## config.mk

```make
export PLATFORM = sky130hd
export DESIGN_NAME = vreg_scoreboard
export DESIGN_NICKNAME = d
export VERILOG_FILES = /design/src/rtl/vsb_pkg.sv /design/src/rtl/vsb_span_decode.sv /design/src/rtl/vsb_slot.sv /design/src/rtl/vreg_scoreboard.sv
export SDC_FILE = /design/constraint.sdc
export NUM_CORES = 1
export LEC_CHECK = 0
export ABC_AREA = 1
export BUFFER_PORTS_ARGS = -buffer_cell sky130_fd_sc_hd__buf_2
export CORE_AREA = 2 2 278 280
export CTS_CLUSTER_SIZE = 16
export DETAILED_ROUTE_END_ITERATION = 10
export DIE_AREA = 0 0 280 282
export HOLD_SLACK_MARGIN = 0.08
export SETUP_SLACK_MARGIN = 0.1
export SLEW_MARGIN = 0
export SYNTH_ARGS = -nofsm -noshare
export SYNTH_HDL_FRONTEND = slang
export SYNTH_SLANG_ARGS = --single-unit
```

## constraint.sdc

```tcl
create_clock -name clk -period 5.6 [get_ports clk]
set_input_delay 0.56 -clock clk [delete_from_list [all_inputs] [get_ports clk]]
set_output_delay 0.56 -clock clk [all_outputs]
set_load 0.02 [all_outputs]
```

## src/rtl/vsb_pkg.sv

```systemverilog
package vsb_pkg;

    typedef enum logic [1:0] {
        CLS_ALU    = 2'd0,
        CLS_LOAD   = 2'd1,
        CLS_ATOMIC = 2'd2,
        CLS_MSYNC  = 2'd3
    } op_class_e;

    // Per-register command produced by the top for each slot
    typedef struct packed {
        logic mark;    // set busy this edge
        logic timed;   // mark starts a bypass countdown
        logic ret;     // returned data written: free next edge
    } slot_cmd_t;

    function automatic logic in_span(input int base, input int cnt, input int idx);
        return (cnt != 0) && (idx >= base) && (idx < base + cnt);
    endfunction

endpackage

```

## src/rtl/vsb_span_decode.sv

```systemverilog
module vsb_span_decode #(
    parameter int NUM_REGS = 32,
    parameter int IDX_W    = 5,
    parameter int NOPS     = 2,
    parameter int CNT_FW   = 2
) (
    input  logic [NOPS*IDX_W-1:0]  base_i,
    input  logic [NOPS*CNT_FW-1:0] cnt_i,
    output logic [NUM_REGS-1:0]    mask_o
);
    import vsb_pkg::*;

    always_comb begin
        mask_o = '0;
        for (int r = 0; r < NUM_REGS; r++) begin
            for (int o = 0; o < NOPS; o++) begin
                if (in_span(int'(base_i[o*IDX_W +: IDX_W]),
                            int'(cnt_i[o*CNT_FW +: CNT_FW]), r))
                    mask_o[r] = 1'b1;
            end
        end
    end
endmodule

```

## src/rtl/vsb_slot.sv

```systemverilog
module vsb_slot #(
    parameter int CNT_W = 6
) (
    input  logic              clk,
    input  logic              rst,
    input  vsb_pkg::slot_cmd_t cmd,
    input  logic [CNT_W-1:0]  delay,
    output logic              busy
);
    logic [CNT_W-1:0] cnt_q;

    always_ff @(posedge clk) begin
        if (rst) begin
            busy  <= 1'b0;
            cnt_q <= '0;
        end else if (cmd.mark) begin
            busy  <= 1'b1;
            cnt_q <= cmd.timed ? delay : '0;
        end else if (cmd.ret) begin
            cnt_q <= CNT_W'(1);
        end else if (cnt_q == CNT_W'(1)) begin
            busy  <= 1'b0;
            cnt_q <= '0;
        end else if (cnt_q != '0) begin
            cnt_q <= cnt_q - CNT_W'(1);
        end
    end
endmodule

```

## src/rtl/vreg_scoreboard.sv

```systemverilog
module vreg_scoreboard #(
    parameter int NUM_REGS = 32,
    parameter int IDX_W    = $clog2(NUM_REGS),
    parameter int NSRC     = 3,
    parameter int NDST     = 2,
    parameter int CNT_FW   = 2,
    parameter int CNT_W    = 6,
    parameter int LANES    = 16
) (
    input  logic                   clk,
    input  logic                   rst,
    input  logic [CNT_W-1:0]       cfg_sp_len,
    input  logic [CNT_W-1:0]       cfg_dp_len,
    input  logic [NSRC*IDX_W-1:0]  chk_src_base,
    input  logic [NSRC*CNT_FW-1:0] chk_src_cnt,
    input  logic [NDST*IDX_W-1:0]  chk_dst_base,
    input  logic [NDST*CNT_FW-1:0] chk_dst_cnt,
    output logic                   chk_ready,
    output logic                   chk_raw,
    output logic                   chk_wax,
    input  logic                   iss_valid,
    input  logic [1:0]             iss_class,
    input  logic                   iss_atom_ret,
    input  logic                   iss_wide,
    input  logic [LANES-1:0]       iss_exec,
    input  logic [NDST*IDX_W-1:0]  iss_dst_base,
    input  logic [NDST*CNT_FW-1:0] iss_dst_cnt,
    input  logic                   ret_valid,
    input  logic [NDST*IDX_W-1:0]  ret_dst_base,
    input  logic [NDST*CNT_FW-1:0] ret_dst_cnt,
    output logic [NUM_REGS-1:0]    busy_o
);
    import vsb_pkg::*;

    logic [NUM_REGS-1:0] src_mask, dstc_mask, iss_mask, ret_mask;
    logic                mark_en, timed_en;
    logic [CNT_W-1:0]    sel_len, rel_delay;

    vsb_span_decode #(.NUM_REGS(NUM_REGS), .IDX_W(IDX_W), .NOPS(NSRC), .CNT_FW(CNT_FW))
        u_src_dec (.base_i(chk_src_base), .cnt_i(chk_src_cnt), .mask_o(src_mask));
    vsb_span_decode #(.NUM_REGS(NUM_REGS), .IDX_W(IDX_W), .NOPS(NDST), .CNT_FW(CNT_FW))
        u_dstc_dec (.base_i(chk_dst_base), .cnt_i(chk_dst_cnt), .mask_o(dstc_mask));
    vsb_span_decode #(.NUM_REGS(NUM_REGS), .IDX_W(IDX_W), .NOPS(NDST), .CNT_FW(CNT_FW))
        u_iss_dec (.base_i(iss_dst_base), .cnt_i(iss_dst_cnt), .mask_o(iss_mask));
    vsb_span_decode #(.NUM_REGS(NUM_REGS), .IDX_W(IDX_W), .NOPS(NDST), .CNT_FW(CNT_FW))
        u_ret_dec (.base_i(ret_dst_base), .cnt_i(ret_dst_cnt), .mask_o(ret_mask));

    // Hazard verdict: source hazard outranks destination hazard
    always_comb begin
        chk_raw   = |(src_mask & busy_o);
        chk_wax   = !chk_raw && |(dstc_mask & busy_o);
        chk_ready = !chk_raw && !chk_wax;
    end

    // Issue qualification and release delay selection
    always_comb begin
        mark_en   = iss_valid && (|iss_exec) &&
                    !((op_class_e'(iss_class) == CLS_ATOMIC) && !iss_atom_ret);
        timed_en  = (op_class_e'(iss_class) == CLS_ALU);
        sel_len   = iss_wide ? cfg_dp_len : cfg_sp_len;
        rel_delay = (sel_len == '0) ? CNT_W'(1) : sel_len;
    end

    for (genvar r = 0; r < NUM_REGS; r++) begin : g_slot
        slot_cmd_t cmd;
        always_comb begin
            cmd.mark  = mark_en && iss_mask[r];
            cmd.timed = timed_en;
            cmd.ret   = ret_valid && ret_mask[r];
        end
        vsb_slot #(.CNT_W(CNT_W)) u_slot (
            .clk(clk), .rst(rst), .cmd(cmd), .delay(rel_delay), .busy(busy_o[r])
        );
    end
endmodule

```

==> reports/metrics.cfg, run 1 <==
[worst_setup_path]
r2r_setup_slack_ns = 3.89
crit_path_end_kind = output pin
start_kind = input pin
reg2reg_depth = 6
r2r-end = g_slot[4].u_slot.cnt_q[3]
rr_startpoint = g_slot[4].u_slot.cnt_q[2]
critPathMaxFanout = 11
cp.arrival_ns = 3.39
required_ns = 5.04
worstSetupPathType = in2out

[clock_network]
cts_root_buf = clkbuf_16
cts_max_path_buffers = 3
post_cts_resized = 0
clkLatencyLatePin_ns = 0.56
cts_num_sinks = 224
cts_tree = done
cts_hold_buf = 0
clk_pin_slew_worst_paths_ns = 0.06
postCtsSetupBuffers = 0
numCtsBuffers = 27
htree_num_levels = 1

[drt]
vias = 25700
firstDrtPassIters = 9
via_per_inst = 5.14
drc = 0
wl_per_cell_microns = 16.6
initialDrtViolationCount = 2610
antenna_left = 0
routed_wirelength_microns = 83100

[floorplanning]
die_x_microns = 280
ios = 134
die_area_sq_um = 79000
rows = 101
start_util_pct = 30.0
fp.dieH_microns = 282
core-area_sq_um = 75700

[placed_design]
place.port_buffers = 133
hpwl_microns = 63400
place_congestion = 1.01

[yosys]
synth_top_cell_area_share_pct = 20.5
synth_nets = 4137
yosysMostFrequentCell = nand2_1
synth-seq-area-share_pct = 19.8
synth_area_sq_um = 22700
synth_edf_count = 0
synth_cell_types = 55
yosys_most_used_dff = dfxtp_1
synth_warnings = 0
synth_common_cells = 1241 x nand2_1, 536 x nor2_1, 353 x nand3_1, 348 x inv_1, 241 x a21oi_1
ys_ff_latch = 224
async_reset_ff_share_pct = 0
synth.area.top_cells = nand2_1 21%, dfxtp_1 20%, nor2_1 8.9%
yosysTopAreaCell = nand2_1
netlist_instances = 3947
avgSynthCellArea_sq_um = 5.74

[sta]
worstMarginPinSlew_ns = 1.03
tns_ns = 0
clock_skew_ns = 0.0107
whs_ns = 0.505
maxSlewHeadroom_pct = 31.1
period_needed_ns = 3.95
setup_viol = 0
hold_viol_final = 0
fmax_mhz = 253
finalCritPeriodShare_pct = 70.5
grt_setup_unrepaired = no
slew_viol_final = 0

[worst_hold_path]
hold_end = g_slot[11].u_slot.cnt_q[1]
hold_path_depth = 2
min_path_type = reg2reg
hp-start = g_slot[11].u_slot.cnt_q[1]

[layout]
fin_nets = 4186
drive_gt1_share_pct = 9.94
synthToLayoutAreaGrowth_pct = 9.68
final_core_util_pct = 32.9

[grt]
grt_pass1_wl_microns = 128000
grt_pass1_vias = 22700
track_usage_pct = 20.2
grt-ovfl-total = 0
antenna_found_initial = 0
grt_max_degree = 51

[pwr]
p_leak_nw = 12.5
pwr_density_cell_nw_per_um2 = 417
fin_total_pwr_mw = 10.4
peakVddDrop_v = 0.000244

[flow_run]
cap_violations = 0

[outcome]
status = complete, no violations

cell type report:
cell class / count / area (sq um)
clock inverters: 8 / 143
well taps: 978 / 1220
flip-flops and latches: 224 / 4480
clock buffers: 40 / 815
multi-input cells: 3207 / 16000
diodes: 1 / 2.50
inverters: 389 / 1470
repair buffers: 147 / 771
fillers: 8386 / 50800
cell families (layout without fill, tap and decap cells):
family	Yosys count	count (layout)	share of synthesized area (%)
and+or+nand+nor	2483	2483	48.0
xor gates and xnor gates	125	125	5.06
AOI/OAI and AO/OA	506	506	11.9
buffers and inverters	516	584	9.86
DFF	224	224	19.8
muxes	2	2	0.0883
adders and majority gates	91	91	5.32
other	0	1	0
critical path, stage by stage:
cell and delay [ns]:
buf_2 0.15, ha_1 0.24, fa_1 0.43, nand3_1 0.09, nand2_1 0.05, nand2_1 0.18
nand2_2 0.14, inv_1 0.27, nand2_1 0.14, nand3_1 0.13, nand3_1 0.11, nand2_1 0.07
nand2_1 0.05, nor2_1 0.08, nand2_1 0.05, nor2_1 0.13, nand2_1 0.13, nor2_1 0.17
buf_2 0.19
layout by cell type (no fill, tap or decap), types with 9 or more instances in the layout:
cell,synthesis,routed
a31oi_1,25,25
xor2_1,73,73
xnor2_1,48,48
inv_1,348,347
nand3b_2,9,9
nor3_1,58,58
fa_1,9,9
nand2_2,70,70
buf_2,31,133
inv_2,36,36
nand3_1,353,353
nor2_2,27,27
ha_1,82,82
nor2_4,16,17
buf_4,47,14
o21ai_1,29,29
nand2_1,1241,1241
nand2_4,12,12
dfxtp_1,224,224
nor2_1,536,535
clkbuf_16,0,27
clkbuf_8,0,9
o21ai_0,163,163
nand3b_1,42,42
o22ai_1,11,11
nand4_1,96,96
a21oi_1,241,241
registers in the layout, summed over array words and instances (netlist names):
| name | flops |
|---|---|
| g_slot.u_slot.busy | 32 |
| g_slot.u_slot.cnt_q | 192 |
report_power, final:
part | leakage (nW) | internal (mW) | switching [mW]
clock network | 0.471 | 1.18 | 0.735
registers | 1.85 | 2.14 | 0.480
logic | 10.1 | 2.31 | 3.53
total | 12.5 | 5.63 | 4.75
per-layer routing:
| layer | vias up | routed length (microns) | track usage (%) |
|---|---|---|---|
| met5 | - | 0 | 0 |
| met4 | 0 | 3370 | 7.87 |
| met3 | 197 | 6240 | 2.66 |
| met2 | 1114 | 37300 | 33.3 |
| met1 | 11600 | 36200 | 26.6 |
| li1 | 12800 | - | - |
worst max path at each step:
| stage | from | to | slack, ns | depth (start not counted) |
|---|---|---|---|---|
| global placement | chk_dst_base[5] | chk_ready | 1.75 | 19 |
| floorplan | chk_src_base[6] | chk_ready | 2.05 | 18 |
| global route | chk_src_base[10] | chk_ready | 1.38 | 19 |
| finish | chk_src_base[10] | chk_wax | 1.65 | 19 |
| detailed placement | chk_dst_base[5] | chk_ready | 1.75 | 19 |
| CTS | chk_dst_base[5] | chk_ready | 1.74 | 19 |
metrics by stage:
| stage | cells | setup WS, ns | instance area (sq um) |
|---|---|---|---|
| global placement | 4945 | 1.75 | 23900 |
| floorplan | 3947 | 2.05 | 22700 |
| detailed placement | 4945 | 1.75 | 23900 |
| CTS | 4993 | 1.74 | 24900 |
| global route | 4993 | 1.38 | 24900 |
| finish | 4994 | 1.65 | 24900 |
Power figures use the tool's default switching activity.
==> run 2: changes to the inputs <==
==> constraint.sdc (replaced) <==
create_clock -name clk -period 3.86 [get_ports clk]
set_input_delay 0.386 -clock clk [delete_from_list [all_inputs] [get_ports clk]]
set_output_delay 0.386 -clock clk [all_outputs]
set_load 0.02 [all_outputs]
==> reports/metrics.cfg, run 2 (synthesis results as in run 1) <==
[worst_setup_path]
critical-path-slowest-cell = fa_1
cp_cell_sequence = buf_2, ha_1, inv_1, fa_1, inv_1, o21ai_0, nand3_1, nand2_1, nand3_1, nand2_1, nand2_1, nor2_1, nand2_1, nor2_1, nand2_2, nor2_4, buf_2
critPathMaxFanout = 5
cp.arrival_ns = 3.13
reg2reg_depth = 6
crit_path_end_kind = output pin
required_ns = 3.47
rr_startpoint = g_slot[4].u_slot.cnt_q[2]
r2r-end = g_slot[4].u_slot.cnt_q[3]
worstSetupPathType = in2out
max_stage_delay_ns = 0.54
cp_common_cell = nand2_1
start_kind = input pin
r2r_setup_slack_ns = 2.07

[sta]
finalCritPeriodShare_pct = 91.1
clock_skew_ns = 0.00697
grt_setup_unrepaired = no
period_needed_ns = 3.52
worstMarginPinSlew_ns = 1.03
slew_viol_final = 0
setup_viol = 0
fmax_mhz = 284
maxSlewHeadroom_pct = 31.2
tns_ns = 0
hold_viol_final = 0
setup_ws_ns = 0.344
whs_ns = 0.383

[pwr]
switching_share_pct = 46.1
seq_power_share_pct = 25.6
power_frac_comb_pct = 57.5
clockPowerShare_pct = 16.9
p_leak_nw = 12.5
peakVddDrop_v = 0.000337
p_switching_mw = 6.83
p_int_mw = 7.98
pwr_density_cell_nw_per_um2 = 594

[grt]
antenna_found_initial = 1
grt-ovfl-total = 0
grt_max_degree = 65
track_usage_pct = 20.2
grt_pass1_vias = 23000
grt_pass1_wl_microns = 128000

[floorplanning]
rows = 101
die_x_microns = 280
fp.dieH_microns = 282
start_util_pct = 30.0
core-area_sq_um = 75700
die_area_sq_um = 79000
ios = 134

[worst_hold_path]
min_path_type = in2reg
hp-start = iss_valid
hold_end = g_slot[0].u_slot.cnt_q[5]
hold_path_depth = 5

[placed_design]
place_inst = 4958
hpwl_microns = 63500
place_congestion = 1.04
dp_slack_ns = 0.335
place.port_buffers = 133

[drt]
vias = 25800
antenna_left = 0
drc = 0
wl_per_cell_microns = 16.5
via_per_inst = 5.14
initialDrtViolationCount = 2623
firstDrtPassIters = 6
routed_wirelength_microns = 82800

[layout]
fill_cells = 8467
top_register = g_slot.u_slot.cnt_q
final_common_cell = nand2_1
fin_nets = 4203
largestRegisters = g_slot.u_slot.cnt_q: 192 flops, g_slot.u_slot.busy: 32 flops
largest_reg_flops = 192
synthToLayoutAreaGrowth_pct = 10.0
drive_gt1_share_pct = 10.4
final_core_util_pct = 33.0
final_cell_mix = 1239 x nand2_1, 532 x nor2_1, 353 x nand3_1, 346 x inv_1, 241 x a21oi_1
antennaDiodeCount = 0
instances_no_fill = 5007

[clock_network]
cts_hold_buf = 0
cts_root_buf = clkbuf_16
clkLatencyLatePin_ns = 0.54
htree_num_levels = 1
cts_max_path_buffers = 3
cts_num_sinks = 224
cts_tree = done
clk_pin_slew_worst_paths_ns = 0.06
numCtsBuffers = 26

[outcome]
status = complete, no violations

[flow_run]
cap_violations = 0

## run 2: what timing repair did
item | CTS | global route
setup buffers | 0 | 5
resized for setup | 0 | 11
endpoints found under the setup margin | 0 | 2
## run 2: power groups by stage
stage / Sequential, mW / Combinational [mW] / Clock [mW]
final: 3.79 / 8.52 / 2.50
after global routing: 3.88 / 9.78 / 2.64
after CTS: 3.78 / 8.43 / 2.56
after detailed placement: 3.81 / 8.38 / 0
after global placement: 3.82 / 8.35 / 0
after floorplan: 3.61 / 6.91 / 0
## run 2: layout make-up
class	instances	area [sq um]	share of cell area, %
Timing Repair Buffer	165	906	3.63
Clock inverter	6	57.6	0.231
Clock buffer	38	807	3.24
Inverter	389	1470	5.90
Multi-Input combinational cell	3207	16000	64.1
Sequential cell	224	4480	18.0
Tap cell	978	1220	4.91
## run 2: through the flow
step,total power [mW],cell area [sq um]
3_5_place_dp,12.2,24000
5_1_grt,16.3,24900
2_1_floorplan,10.5,22700
6_report,14.8,24900
3_3_place_gp,12.2,24000
4_1_cts,14.8,24900
## run 2: critical path, delay by kind of cell
kind	cells	cell delay (ns)
compound gates	1	0.47
buf+inv	4	0.47
fa+ha+maj	2	0.74
simple gates	10	1.07
## run 2: layer usage
layer / GRT usage [%] / wire [microns] / up-vias
li1: - / - / 12900
met1: 27.0 / 36500 / 11600
met2: 32.8 / 36600 / 1054
met3: 2.42 / 6040 / 186
met4: 8.49 / 3680 / 0
met5: 0 / 0 / -
## run 2: how the worst max path moves through the flow
stage               cells after the start         to        startpoint  slack, ns
floorplan                              18  chk_ready   chk_src_base[6]       0.66
global placement                       20  chk_ready   chk_src_base[5]       0.30
detailed placement                     20  chk_ready   chk_src_base[0]       0.33
CTS                                    19  chk_ready  chk_src_base[10]       0.33
global route                           20    chk_wax   chk_dst_base[5]       0.10
finish                                 17  chk_ready   chk_src_base[0]       0.34
